[src/rtl/tally_pkg.sv]
package tally_pkg;

  // Width of a binary count that spans 0..n inclusive, never below one bit.
  function automatic int count_width(int n);
    int w;
    w = $clog2(n + 1);
    return (w < 1) ? 1 : w;
  endfunction

endpackage

[src/rtl/tally_stage.sv]
// One routing cell of the tally chain: straight when idle, diagonal when set.
module tally_stage #(
  parameter int LINES = 9
) (
  input  logic             take,
  input  logic [LINES-1:0] line_in,
  output logic [LINES-1:0] line_out
);

  logic [LINES-1:0] straight;
  logic [LINES-1:0] diagonal;

  always_comb begin
    straight = line_in;
    // Line 0 receives a driven zero on the diagonal path.
    diagonal = {line_in[LINES-2:0], 1'b0};
    line_out = take ? diagonal : straight;
  end

endmodule

[src/rtl/tally_chain.sv]
// Cascade of N routing cells, seeded with a token on line 0.
module tally_chain #(
  parameter int N = 8
) (
  input  logic [N-1:0] bits,
  output logic [N:0]   onehot
);

  localparam int LINES = N + 1;

  logic [LINES-1:0] link [0:N];

  assign link[0] = LINES'(1);

  genvar s;
  generate
    for (s = 0; s < N; s++) begin : g_stage
      tally_stage #(.LINES(LINES)) u_stage (
        .take     (bits[s]),
        .line_in  (link[s]),
        .line_out (link[s+1])
      );
    end
  endgenerate

  assign onehot = link[N];

endmodule

[src/rtl/onehot_to_count.sv]
// Encodes the one-hot tally into binary by OR-ing the indices of set lines.
module onehot_to_count #(
  parameter int N  = 8,
  parameter int CW = tally_pkg::count_width(N)
) (
  input  logic [N:0]    onehot,
  output logic [CW-1:0] count
);

  always_comb begin
    count = '0;
    for (int i = 0; i <= N; i++) begin
      if (onehot[i]) count = count | CW'(i);
    end
  end

endmodule

[src/rtl/onehot_tally.sv]
module onehot_tally #(
  parameter int N  = 8,
  parameter int CW = tally_pkg::count_width(N)
) (
  input  logic          clk,
  input  logic          rst_n,
  input  logic          in_valid,
  input  logic [N-1:0]  in_bits,
  output logic          out_valid,
  output logic [N:0]    tally_onehot,
  output logic [CW-1:0] tally_count
);

  logic [N-1:0] word_q, word_d;
  logic         vld_q, vld_d;

  // Next-state logic: capture only on enable.
  always_comb begin
    word_d = word_q;
    if (in_valid) word_d = in_bits;
    vld_d = in_valid;
  end

  always_ff @(posedge clk or negedge rst_n) begin
    if (!rst_n) begin
      word_q <= '0;
      vld_q  <= 1'b0;
    end else begin
      word_q <= word_d;
      vld_q  <= vld_d;
    end
  end

  tally_chain #(.N(N)) u_chain (
    .bits   (word_q),
    .onehot (tally_onehot)
  );

  onehot_to_count #(.N(N), .CW(CW)) u_enc (
    .onehot (tally_onehot),
    .count  (tally_count)
  );

  assign out_valid = vld_q;

  // exactly one tally line high
  a_r8_single_line: assert property (@(posedge clk) disable iff (!rst_n)
    $countones(tally_onehot) == 1);

  // binary count points at the set line
  a_r4_count_matches: assert property (@(posedge clk) disable iff (!rst_n)
    tally_onehot[tally_count] == 1'b1);

  // valid follows a capture by one cycle
  a_r5_valid_follows: assert property (@(posedge clk) disable iff (!rst_n)
    in_valid |=> out_valid);

  // no valid without a capture
  a_r5_no_spurious: assert property (@(posedge clk) disable iff (!rst_n)
    !in_valid |=> !out_valid);

  // tally frozen while no capture
  a_r6_hold: assert property (@(posedge clk) disable iff (!rst_n)
    !in_valid |=> $stable(tally_onehot));

endmodule

[config.mk]
export PLATFORM = sky130hd
export DESIGN_NAME = onehot_tally
export DESIGN_NICKNAME = d
export VERILOG_FILES = /design/src/rtl/tally_pkg.sv /design/src/rtl/tally_stage.sv /design/src/rtl/tally_chain.sv /design/src/rtl/onehot_to_count.sv /design/src/rtl/onehot_tally.sv
export SDC_FILE = /design/constraint.sdc
export NUM_CORES = 1
export LEC_CHECK = 0
export BUFFER_PORTS_ARGS = -buffer_cell sky130_fd_sc_hd__buf_2
export CORE_MARGIN = 2
export CORE_UTILIZATION = 45
export CTS_CLUSTER_DIAMETER = 100
export DETAILED_ROUTE_END_ITERATION = 10
export GPL_ROUTABILITY_DRIVEN = 0
export PLACE_DENSITY_LB_ADDON = 0.3
export RECOVER_POWER = 25
export SYNTH_ARGS = -nofsm -noshare
export SYNTH_HDL_FRONTEND = slang
export SYNTH_SLANG_ARGS = --single-unit
[constraint.sdc]
create_clock -name clk -period 4.9 [get_ports clk]
set_input_delay 0.49 -clock clk [delete_from_list [all_inputs] [get_ports clk]]
set_output_delay 0.49 -clock clk [all_outputs]
set_load 0.02 [all_outputs]
-- Yosys cells after proc, flatten, opt, wreduce, memory -nomap -nowiden
Index checks and enable logic that the tools add are counted.
- bits in registers: 9
- bits of input ports: 11
- output and inout port bits: 14
- logic and storage cells: 18
- muxes and demuxes: 16
- operators by type and width (kind ; count):
    2-to-1 mux 9 bit ; 7
    2-to-1 mux 3 bit ; 4
    2-to-1 mux 2 bit ; 3
    2-to-1 mux 4 bit ; 1
    2-to-1 mux 1 bit ; 1

-- Logic depth before layout (Yosys ltp)
Gate-level depths: netlist (run 1).
- word-level depth: 16
- depth in mapped cells: 8
- gate-level depth less buffers: 8

-- Cells and area by module
Synthesis (run 1) repeated with hierarchy kept, for this count alone.
- cells, all modules: 104
- area total of the unflattened synthesis: 1515.2 um^2
- modules (own cells, without submodules) (module ; instances ; cells an instance ; area an instance (um^2) ; sequential area each (um^2)):
    tally_stage ; 8 ; 10 ; 140.1 ; 0.0
    onehot_tally ; 1 ; 18 ; 356.6 ; 225.2
    onehot_to_count ; 1 ; 4 ; 30.0 ; 0.0
    tally_chain ; 1 ; 2 ; 7.5 ; 0.0

-- Least setup slack after synthesis (run 1)
No wires, ideal clock.
- path type: register to output
- from: reg word_q[1]
- to: out tally_count[0]
- data arrival time: 2.223 ns
- required time: 4.410 ns
- slack: 2.187 ns
- cell stages (with the launch flop): 9
- path buffers: 0
- cell sequence: dfrtp_1 -> inv_1 -> ha_1 -> mux2i_1 -> o32ai_1 -> a211oi_2 -> mux2i_1 -> mux2_4 -> nand4bb_1
- elaborated cells between the ends (all ways): 15
- classes of those cells: mux: 15
- RTL lines (item ; line ; text):
    start, declared ; onehot_tally.sv:14 ; logic [N-1:0] word_q, word_d;
    start signal, assigned ; onehot_tally.sv:29 ; word_q <= word_d;
    2-to-1 mux 9 bit (7 in a row) ; tally_stage.sv:17 ; line_out = take ? diagonal : straight;
    via tally_onehot[5] ; onehot_tally.sv:10 ; output logic [N:0] tally_onehot,
    2-to-1 mux 3 bit (3 in a row) ; onehot_to_count.sv:13 ; if (onehot[i]) count = count | CW'(i);
    2-to-1 mux 4 bit ; onehot_to_count.sv:13 ;
    end, declared ; onehot_tally.sv:11 ; output logic [CW-1:0] tally_count
The timed path passes the listed nets, and every way through them passes these cells.

-- Worst setup path after layout (run 1)
- from: reg word_q[1]
- to: out tally_count[0]
- cells in the longest elaborated chain, start to end: 15
- ends and longest elaborated chain (item ; line):
    2-to-1 mux 9 bit (*) (7 in a row) ; tally_stage.sv:17
    2-to-1 mux 1 bit ; onehot_to_count.sv:13
    2-to-1 mux 2 bit (2 in a row) ; onehot_to_count.sv:13
    2-to-1 mux 3 bit (3 in a row) ; onehot_to_count.sv:13
    2-to-1 mux 3 bit (*) ; onehot_to_count.sv:13
    2-to-1 mux 4 bit (*) ; onehot_to_count.sv:13
Mark *: on every way between the ends. The rest lies on a longest branch, timed or not.

==> metrics.md, run 1 <==
| Metric | Value |
|---|---|
| Status | `complete, no violations` |
| Post-DP HPWL | `1658 microns` |
| Worst hold slack | `159.7 ps` |
| Switching Share | `42.53%` |
| Finished Core Util | `52.19%` |
| FMAX | `0.3110 GHz` |
| Cell Pwr Density | `279.1 nW/um^2` |
| Worst path slowest cell | `mux2i_1` |
| DRT iter0 DRCs | `24` |
| Ys flop type | `dfrtp_1` |
| CP delay by family, top | `multiplexers` |
| Vias in the first global route | `857` |
| CP Data Arrival Time | `2730 ps` |
| FF+latch count, synth | `9` |
| Setup crit end kind | `primary output` |
| Setup bufs post-CTS | `0` |
| Die ar. | `2645 sq um` |
| Setup TNS | `0 ps` |
| EDFF count, synth | `0` |
| IO Pins | `25` |
| Wire length per cell | `12.56 microns` |
| Setup Viol. Count Final | `0` |
| Comb power frac | `50.1%` |
| Via density | `5.928` |
| Hold Vio Cnt, Final | `0` |
| Yosys synthesis warning count | `0` |
| Grt ovf | `0` |
| GRT busiest layer | `met2` |
| # port buffers | `24` |
| NetSw | `134.4 uW` |
| Worst-path clk slew | `60 ps` |
| Internal power | `181.6 uW` |
| Max-slew violation count | `0` |
| Cells after Synth | `121` |
| Synth unique cells | `39` |
| CORE AREA | `2170 sq um` |
| DRT Pass-1 Iters | `4` |
| Die Span Y | `51.43 microns` |
| Overall power | `316.0 uW` |
| Max FO, Critical Path | `6` |
| Syn Area/Cell | `8.365 sq um` |
| Gr usage total | `17.29%` |
| Maximum vdd drop | `0.0001624 V` |
| GRT met2 Usage | `28.42%` |
| Largest net degree at the start of global routing | `21` |
| Hold buffer count at CTS | `0` |
| Worst-Margin Slew | `595.3 ps` |
| Unrepaired setup endpoints after global routing | `false` |
| CTS tree | `done` |
| Antenna Nets Post-Route | `0` |
| Clock sinks | `9` |
| Mapped cell area | `1012 sq um` |
| Die W | `51.43 microns` |
| Starting density of the core | `46.66%` |
| HP Class | `primary input to asynchronous set/reset pin` |
| WS Path Type | `flip-flop to primary output` |
| Sequential-to-total area share from yosys stat | `22.25%` |
| Global-route wire length before repair | `3594 microns` |
| CP Launch Type | `flip-flop` |
| Max_cap viols | `0` |
| Final period util | `65.61%` |
| Pleak | `0.0005017 uW` |
| Final WL | `2097 microns` |
| H-tree depth | `1` |
| Clock power share | `17.2%` |
| Net count after synthesis | `136` |
| Min Tclk post-route | `3215 ps` |
| Final Skew | `0 ps` |
| Synth top area share | `22.25%` |
| Row Count | `17` |
| Clock root cell | `clkbuf_4` |
| Area growth from synthesis to layout | `11.87%` |
| Critical Path Max Stage Delay | `380 ps` |
| Layout cell share with drive strength beyond 1 | `29.50%` |
| Commonest cells in the netlist | `nor2_1 (10), o21ai_0 (10), dfrtp_1 (9), mux2_2 (9), nand2_1 (8)` |
| Cts bufs inserted | `3` |
| Initial antenna violation count | `0` |
| Via count | `990` |
| Fin nets | `155` |
| Dominant cell type by area after synthesis | `dfrtp_1` |
| Slew headroom | `60.31%` |
| DR DRC count | `0` |
| Worst path most repeated cell | `mux2i_1` |
| Post_cts resized | `0` |
| Met3 usage | `1.754%` |
| GR Util met1 | `23.30%` |
| N_diodes | `0` |
| Max Buffers Root-to-Sink | `2` |
| Critical path buffer and inverter count | `2` |
| CP required | `4410 ps` |
| Worst path cell trace | `inv_1 > ha_1 > mux2i_1 > o32ai_1 > a211oi_2 > mux2i_1 > mux2_4 > nand4bb_1 > buf_2` |
| Ranking of synthesized cells by area | `dfrtp_1 (22%), mux2_2 (10%), ha_1 (4.9%), o21ai_0 (4.9%), mux2i_1 (4.0%)` |
| Clock Latency Late Sink | `250 ps` |
| Synth async-reset ratio | `100.0%` |
| Reg power frac | `32.7%` |
-- power groups by stage --
stage | registers (uW) | logic, uW | clock network (uW)
final | 103 | 158 | 54.2
after global routing | 106 | 174 | 60.9
after CTS | 103 | 159 | 57.6
after detailed placement | 104 | 158 | 0
after global placement | 103 | 155 | 0
after floorplan | 88.0 | 138 | 0
-- cell usage in the layout, fill, tap and decap left out, types with 4 or more instances in the layout --
cell      count
a21oi_1       6
dfrtp_1       9
inv_1         5
a211oi_1      4
nand2_1       8
nor2_1       10
o22ai_1       6
mux2i_1       4
mux2_2        9
o21ai_0      10
ha_1          4
buf_2        23
nand3b_1      4
-- state kept, by name, indices dropped and copies added (netlist names) --
signal / count
word_q: 8
out_valid: 1
-- area by class of cell --
cell class,instances,area [sq um]
fill,225,1037
multi-input combinational,97,708.2
sequential,9,225.2
timing repair buffer,24,118.9
tap,28,35.03
clock buffer,4,26.28
inverter,5,18.77
-- cells by family (layout without fill, tap and decap cells) --
logic type               Yosys count  in the layout  share of synthesized area, %
multiplexers                      15             15                         17.68
AO/OA/AOI/OAI                     35             35                         22.37
buffers and inverters             15             33                         7.788
AND/OR/NAND/NOR                   39             39                         21.39
adder cells (fa/ha/maj)            5              5                         5.933
XOR/XNOR                           3              3                         2.596
flip-flops                         9              9                         22.25
-- worst paths after layout --
| path | from | to | slack, ps | cells past startpoint |
|---|---|---|---|---|
| setup / recovery | word_q[1] | tally_count[0] | 1680 | 9 |
| hold / removal | rst_n | word_q[3] | 160 | 1 |
| setup reg to reg | word_q[3] | word_q[3] | 3830 | 1 |
| hold reg to reg | word_q[0] | word_q[0] | 650 | 2 |
| max in group asynchronous | rst_n | word_q[5] | 4420 | 1 |
| min in group clk | in_bits[0] | word_q[0] | 450 | 3 |
-- layer usage --
metal	vias to the layer above	share of wire, %	wire, microns
met3	2	4.8	100
met1	464	45	952
li1	492	-	-
met2	32	49	1025
met5	-	0	0
met4	0	0.86	18
-- per-stage QoR --
stage | instances | setup WS (ps) | area, sq um
3_5_place_dp | 163 | 1964 | 1107
4_1_cts | 167 | 1672 | 1134
6_report | 167 | 1685 | 1132
3_3_place_gp | 163 | 2034 | 1107
2_1_floorplan | 121 | 2187 | 1012
5_1_grt | 167 | 1438 | 1132
Note: power is estimated with default switching activity, not from simulation.
==> run 2: changes to the inputs <==
Settings changed: ABC_AREA set to 1.
Clock period 4.9 ns to 3.4 ns, I/O delays scaled along.
==> run 2 against run 1 <==
Synthesized area decreased by 11%. Global-route usage increased by 1.5 points. Critical path depth increased by 4. Hold slack improved by 120 ps. Critical endpoint is now tally_count[1]. Highest routed layer unchanged.
==> metrics.md, run 2 <==
| Metric | Value |
|---|---|
| Status | `complete, no violations (unchanged)` |
| H-tree depth | `1 (unchanged)` |
| Hold Vio Cnt, Final | `0 (unchanged)` |
| # port buffers | `24 (unchanged)` |
| Synth async-reset ratio | `100.0% (unchanged)` |
| Final period util | `71.70%` |
| Row Count | `16 (was 17)` |
| FMAX | `0.4102 GHz` |
| Unrepaired setup endpoints after global routing | `false (unchanged)` |
| Fin nets | `186 (was 155)` |
| Clock Latency Late Sink | `260 ps (was 250 ps)` |
| Top reg by flops | `word_q (unchanged)` |
| Dominant cell type by area after synthesis | `dfrtp_1 (unchanged)` |
| Via count | `1019 (was 990)` |
| Final Skew | `0 ps (unchanged)` |
| Net count after synthesis | `163 (was 136)` |
| Slew headroom | `64.88% (was 60.31%)` |
| Ys flop type | `dfrtp_1 (unchanged)` |
| Pleak | `0.0005595 uW (was 0.0005017 uW)` |
| Max_cap viols | `0 (unchanged)` |
| Cts bufs inserted | `3 (unchanged)` |
| Yosys synthesis warning count | `0 (unchanged)` |
| Setup crit end kind | `primary output (unchanged)` |
| Maximum vdd drop | `0.0002512 V (was 0.0001624 V)` |
| Wire length per cell | `9.492 microns (was 12.56 microns)` |
| Max Buffers Root-to-Sink | `2 (unchanged)` |
| Antenna Nets Post-Route | `0 (unchanged)` |
| Post-DP HPWL | `1529 microns (was 1658 microns)` |
| DRT iter0 DRCs | `12 (was 24)` |
| Die ar. | `2373 sq um (was 2645 sq um)` |
| Setup Viol. Count Final | `0 (unchanged)` |
| Cell Area, Placed | `1012 sq um (was 1107 sq um)` |
| Storage cell area | `225.2 sq um (unchanged)` |
| Post-route insts no fill | `197 (was 167)` |
| Most frequent cell after synthesis | `nand2_1` |
| CP required | `3060 ps (was 4410 ps)` |
| Placed insts | `192 (was 163)` |
| Leading cell type in the layout, fill and taps excluded | `nand2_1 (was buf_2)` |
| Worst reg2reg setup slack | `2200 ps (was 3830 ps)` |
| Most frequent cells in the layout | `nand2_1 (47), nand3_1 (44), buf_2 (22) (was buf_2 (23), nor2_1 (10), o21ai_0 (10))` |
| Max FO, Critical Path | `3 (was 6)` |
| N_diodes | `0 (unchanged)` |
| Grt ovf | `0 (unchanged)` |
| Layout cell share with drive strength beyond 1 | `22.35% (was 29.50%)` |
| Reg power frac | `32.5% (was 32.7%)` |
| NetSw | `180.0 uW (was 134.4 uW)` |
| Die W | `48.71 microns (was 51.43 microns)` |
| Gr usage total | `18.77% (was 17.29%)` |
| DRT Pass-1 Iters | `4 (unchanged)` |
| Setup TNS | `0 ps (unchanged)` |
| Min Tclk post-route | `2438 ps` |
| CP Data Arrival Time | `2100 ps (was 2730 ps)` |
| HP Class | `primary input to flip-flop (was primary input to asynchronous set/reset pin)` |
| Largest net degree at the start of global routing | `18 (was 21)` |
| Final WL | `1870 microns (was 2097 microns)` |
| IO Pins | `25 (unchanged)` |
| Max-slew violation count | `0 (unchanged)` |
| WS Path Type | `flip-flop to primary output (unchanged)` |
| EDFF count, synth | `0 (unchanged)` |
| Clock power share | `20.4% (was 17.2%)` |
| Hold buffer count at CTS | `1 (was 0)` |
| Switching Share | `44.28% (was 42.53%)` |
| Via density | `5.173 (was 5.928)` |
| Synth top area share | `25.03% (was 22.25%)` |
| CTS tree | `done (unchanged)` |
| Worst-Margin Slew | `526.8 ps (was 595.3 ps)` |
| Final Cell Area | `1046 sq um (was 1132 sq um)` |
| DR DRC count | `0 (unchanged)` |
| Mapped cell area | `899.6 sq um (was 1012 sq um)` |
| Cells after Synth | `148 (was 121)` |
| Post_cts resized | `0 (unchanged)` |
| Initial antenna violation count | `0 (unchanged)` |
| Clock root cell | `clkbuf_4 (unchanged)` |
| Global-route wire length before repair | `3677 microns (was 3594 microns)` |
| CORE AREA | `1922 sq um (was 2170 sq um)` |
| Finished Core Util | `54.43% (was 52.19%)` |
| Cell Pwr Density | `388.6 nW/um^2 (was 279.1 nW/um^2)` |
| Setup bufs post-CTS | `0 (unchanged)` |
| Clock sinks | `9 (unchanged)` |
| CP Launch Type | `flip-flop (unchanged)` |
| Multi-input gate area | `578.1 sq um (was 708.2 sq um)` |
| Syn Area/Cell | `6.078 sq um (was 8.365 sq um)` |
| Sequential-to-total area share from yosys stat | `25.03% (was 22.25%)` |
| Comb power frac | `47.1% (was 50.1%)` |
| Vias in the first global route | `935 (was 857)` |
| Worst hold slack | `282.4 ps (was 159.7 ps)` |
| FF+latch count, synth | `9 (unchanged)` |
| Max reg flops | `8 (unchanged)` |
| Commonest cells in the netlist | `nand2_1 (47), nand3_1 (44), dfrtp_1 (9) (was nor2_1 (10), o21ai_0 (10), dfrtp_1 (9), mux2_2 (9), nand2_1 (8))` |
| FILL cells | `209 (was 225)` |
| Starting density of the core | `46.81% (was 46.66%)` |
| Area growth from synthesis to layout | `16.27% (was 11.87%)` |
| Synth unique cells | `18 (was 39)` |
| Worst-path clk slew | `60 ps (about the same)` |
| Ranking of synthesized cells by area | `dfrtp_1 (25%), nand3_1 (24%), nand2_1 (20%), ha_1 (5.6%), o21ai_0 (4.5%) (was dfrtp_1 (22%), mux2_2 (10%), ha_1 (4.9%), o21ai_0 (4.9%), mux2i_1 (4.0%))` |
| Die Span Y | `48.71 microns (was 51.43 microns)` |
| Internal power | `226.5 uW (was 181.6 uW)` |
run 2: cell types whose count changed after synthesis, sizes merged, moves of 5 or more:
cell | before | now
o22ai | 6 | 0
mux2i | 5 | 0
nand3 | 3 | 44
a21oi | 6 | 0
nand2 | 8 | 50
inv | 5 | 12
mux2 | 10 | 0
a211oi | 5 | 0
run 2: cell families after synthesis:
kind of cell             synth area share [%]
AO/OA/AOI/OAI                           4.451
adder cells (fa/ha/maj)                 5.564
buffers and inverters                   10.71
flip-flops                              25.04
AND/OR/NAND/NOR                         54.24
run 2: worst paths after layout:
check                                start             end  depth (start not counted)
worst max-delay path             word_q[1]  tally_count[1]                         13
worst min-delay path            in_bits[3]       word_q[3]                          3
worst max register to register   word_q[6]       word_q[6]                          2
worst min register to register   word_q[1]       word_q[1]                          2
max in group asynchronous            rst_n       word_q[2]                          2
min in group asynchronous            rst_n       word_q[7]                          2
run 2: power groups by stage:
| stage | clock network (uW) | registers, uW | logic, uW |
|---|---|---|---|
| global route | 89.3 | 135 | 221 |
| detailed placement | 0 | 134 | 192 |
| floorplan | 0 | 124 | 157 |
| finish | 82.9 | 132 | 191 |
| CTS | 84.7 | 132 | 193 |
| global placement | 0 | 133 | 189 |
run 2: metrics by stage:
step | setup WS, ps | total power, uW
detailed placement | 1234 | 325.6
global placement | 1308 | 322.4
finish | 962.1 | 406.5
floorplan | 1313 | 280.1
CTS | 951.1 | 409.9
global route | 737.8 | 444.8
run 2: worst max-delay path, stage by stage, from the launching register on:
cell and delay [ps]:
dfrtp_1 370, inv_1 90, ha_1 310, nand2_1 90
nand3_1 110, nand2_1 90, nand2_1 70, nand3_1 100
nand3_1 100, nand3_1 110, nand2_2 70, nor2_2 120
nand2_1 50, buf_2 150
run 2: cell type report:
| cell class | instances | area share, % |
|---|---|---|
| clock buffer | 4 | 2.512 |
| timing repair buffer | 25 | 12.20 |
| sequential | 9 | 21.53 |
| inverter | 14 | 5.263 |
| multi-input combinational | 118 | 55.26 |
| tap | 27 | 3.230 |
run 2: layer usage:
layer | share of wire [%] | GRT usage, % | vias to the layer above
met4 | 1.6 | 5.714 | 0
met5 | 0 | 0 | -
met3 | 3.8 | 1.852 | 3
met1 | 47 | 23.73 | 459
met2 | 48 | 33.56 | 27
li1 | - | - | 530
==> run 3: changes to the inputs <==
Clock period 3.4 ns to 2 ns, I/O delays scaled along.
==> run 3 against run 2 <==
The run now ends with negative setup slack left. Setup slack worse by 1300 ps. Via count is 16% higher. Clock skew stayed put. First-iteration DRC count is 110% higher. Critical path depth stayed put. Final area is 50% higher. Power is 140% higher. Final cell count is 3.0% higher. Core utilization is 27 points higher. Largest cell class unchanged.
==> metrics.md, run 3 (same netlist as run 2, synthesis figures left out) <==
| Metric | Value |
|---|---|
| DR DRC count | `0 (unchanged)` |
| DRT Pass-1 Iters | `4 (unchanged)` |
| CP required | `1800 ps (was 3060 ps)` |
| Reg power frac | `24.3% (was 32.5%)` |
| Unrepaired setup endpoints after global routing | `true (was false)` |
| Failing checks | `negative setup slack` |
| Global-route wire length before repair | `4008 microns (was 3677 microns)` |
| Setup crit end kind | `primary output (unchanged)` |
| Clock power share | `14.5% (was 20.4%)` |
| Worst-path clk slew | `70 ps (was 60 ps)` |
| Area growth from synthesis to layout | `74.83% (was 16.27%)` |
| Fin nets | `192 (was 186)` |
| Initial antenna violation count | `0 (unchanged)` |
| Clock sinks | `9 (unchanged)` |
| # port buffers | `24 (unchanged)` |
| FMAX | `0.4297 GHz` |
| DRT iter0 DRCs | `25 (was 12)` |
| Die ar. | `2373 sq um (unchanged)` |
| Min Tclk post-route | `2327 ps` |
| Final WL | `3556 microns (was 1870 microns)` |
| Final Cell Area | `1573 sq um (was 1046 sq um)` |
| Post-DP HPWL | `1565 microns (was 1529 microns)` |
| Via count | `1184 (was 1019)` |
| FILL cells | `121 (was 209)` |
| Cell Pwr Density | `629.7 nW/um^2 (was 388.6 nW/um^2)` |
| Cts bufs inserted | `3 (unchanged)` |
| Switching Share | `48.95% (was 44.28%)` |
| Pleak | `0.0007133 uW (was 0.0005595 uW)` |
| Most frequent cells in the layout | `nand2_1 (30), nand3_2 (21), nand3_4 (13) (was nand2_1 (47), nand3_1 (44), buf_2 (22))` |
| Final period util | `116.4%` |
| CTS tree | `done (unchanged)` |
| Internal power | `505.6 uW (was 226.5 uW)` |
| Comb power frac | `61.2% (was 47.1%)` |
| Via density | `5.833 (was 5.173)` |
| WS Path Type | `flip-flop to primary output (unchanged)` |
| Post-route setup slack | `-327.4 ps (was 962.1 ps)` |
| Largest net degree at the start of global routing | `18 (unchanged)` |
| Vias in the first global route | `1008 (was 935)` |
| Die Span Y | `48.71 microns (unchanged)` |
| Max FO, Critical Path | `2 (was 3)` |
| Slew headroom | `62.23% (was 64.88%)` |
| Layout cell share with drive strength beyond 1 | `64.20% (was 22.35%)` |
| Row Count | `16 (unchanged)` |
| Antenna Nets Post-Route | `0 (unchanged)` |
| NetSw | `484.9 uW (was 180.0 uW)` |
| N_diodes | `0 (unchanged)` |
| Finished Core Util | `81.84% (was 54.43%)` |
| H-tree depth | `1 (unchanged)` |
| Max reg flops | `8 (unchanged)` |
| Setup Viol. Count Final | `12 (was 0)` |
| Starting density of the core | `46.81% (unchanged)` |
| Maximum vdd drop | `0.0005748 V (was 0.0002512 V)` |
| Final Skew | `0 ps (unchanged)` |
| IO Pins | `25 (unchanged)` |
| Wire length per cell | `17.52 microns (was 9.492 microns)` |
| Grt ovf | `0 (unchanged)` |
| Worst-Margin Slew | `566.6 ps (was 526.8 ps)` |
| Clock root cell | `clkbuf_4 (unchanged)` |
| HP Class | `primary input to flip-flop (unchanged)` |
| Top reg by flops | `word_q (unchanged)` |
| Max_cap viols | `0 (unchanged)` |
| Max-slew violation count | `0 (unchanged)` |
| Gr usage total | `20.81% (was 18.77%)` |
| Hold Vio Cnt, Final | `0 (unchanged)` |
| Cell Area, Placed | `1020 sq um (was 1012 sq um)` |
| CP Data Arrival Time | `2130 ps (was 2100 ps)` |
| Status | `finished with violations (was complete, no violations)` |
| Placement Setup Slack | `9.172 ps (was 1234 ps)` |
| Leading cell type in the layout, fill and taps excluded | `nand2_1 (unchanged)` |
| CP Launch Type | `flip-flop (unchanged)` |
| Clock Latency Late Sink | `270 ps (was 260 ps)` |
| Max Buffers Root-to-Sink | `2 (unchanged)` |
| CORE AREA | `1922 sq um (unchanged)` |
| Die W | `48.71 microns (unchanged)` |
-- run 3: final cells by class --
class / count / area [sq um] / area share, %
Clock buffer: 3 / 22.52 / 1.432
Inverter: 14 / 62.56 / 3.978
Clock inverter: 1 / 5.005 / 0.3182
Tap cell: 27 / 33.78 / 2.148
Sequential cell: 9 / 231.5 / 14.72
Multi-Input combinational cell: 118 / 993.5 / 63.17
Timing Repair Buffer: 31 / 224.0 / 14.24
-- run 3: path summary, 6_finish.rpt --
| path | slack (ps) | cells past startpoint | startpoint | end |
|---|---|---|---|---|
| setup / recovery | -330 | 13 | word_q[0] | tally_count[0] |
| hold / removal | 140 | 3 | in_bits[3] | word_q[3] |
| setup reg to reg | 770 | 2 | word_q[6] | word_q[6] |
| hold reg to reg | 630 | 2 | word_q[1] | word_q[1] |
| max in group asynchronous | 1230 | 2 | rst_n | word_q[6] |
| min in group asynchronous | 400 | 2 | rst_n | word_q[0] |
-- run 3: stage by stage --
stage	total power (uW)	cells	setup TNS, ps	hold WS, ps
6_report	990.4	203	-2440	138.4
5_1_grt	1041	203	-3646	132.8
4_1_cts	769.4	202	-1039	140.7
3_5_place_dp	557.6	193	0	57.74
3_3_place_gp	550.6	193	0	56.61
2_1_floorplan	476.2	148	0	-95.59
-- run 3: power by group through the flow --
stage	logic [uW]	registers [uW]	clock network (uW)
floorplan	266	210	0
global placement	328	223	0
detailed placement	333	225	0
CTS	403	224	143
global route	642	242	157
finish	606	240	144
-- run 3: critical path, stage by stage (launching register included) --
cell     delay, ps
dfrtp_1        420
buf_6          140
ha_4           150
nand2_4         70
nor2_4          40
inv_2          100
nand2_1        150
nand3_4        160
nand3_2        110
nand3_2        100
nand2_2        100
nor2_4          90
nand2_1         70
buf_4          160
-- run 3: routing by layer --
| metal | wire length [microns] | global-route usage (%) | part of all wire [%] | vias up |
|---|---|---|---|---|
| li1 | - | - | - | 546 |
| met2 | 1832 | 39.50 | 52 | 71 |
| met4 | 198 | 9.048 | 5.6 | 0 |
| met5 | 0 | 0 | 0 | - |
| met1 | 1360 | 22.96 | 38 | 547 |
| met3 | 165 | 2.469 | 4.6 | 20 |
-- run 3: timing repair --
item / 4_1_cts / 5_1_grt
hold buffers: 1 / 0
hold endpoints to repair: 9 / 0
pin swaps: 17 / 29
resized for setup: 33 / 80
setup endpoints to repair: 10 / 13
setup buffers: 4 / 1
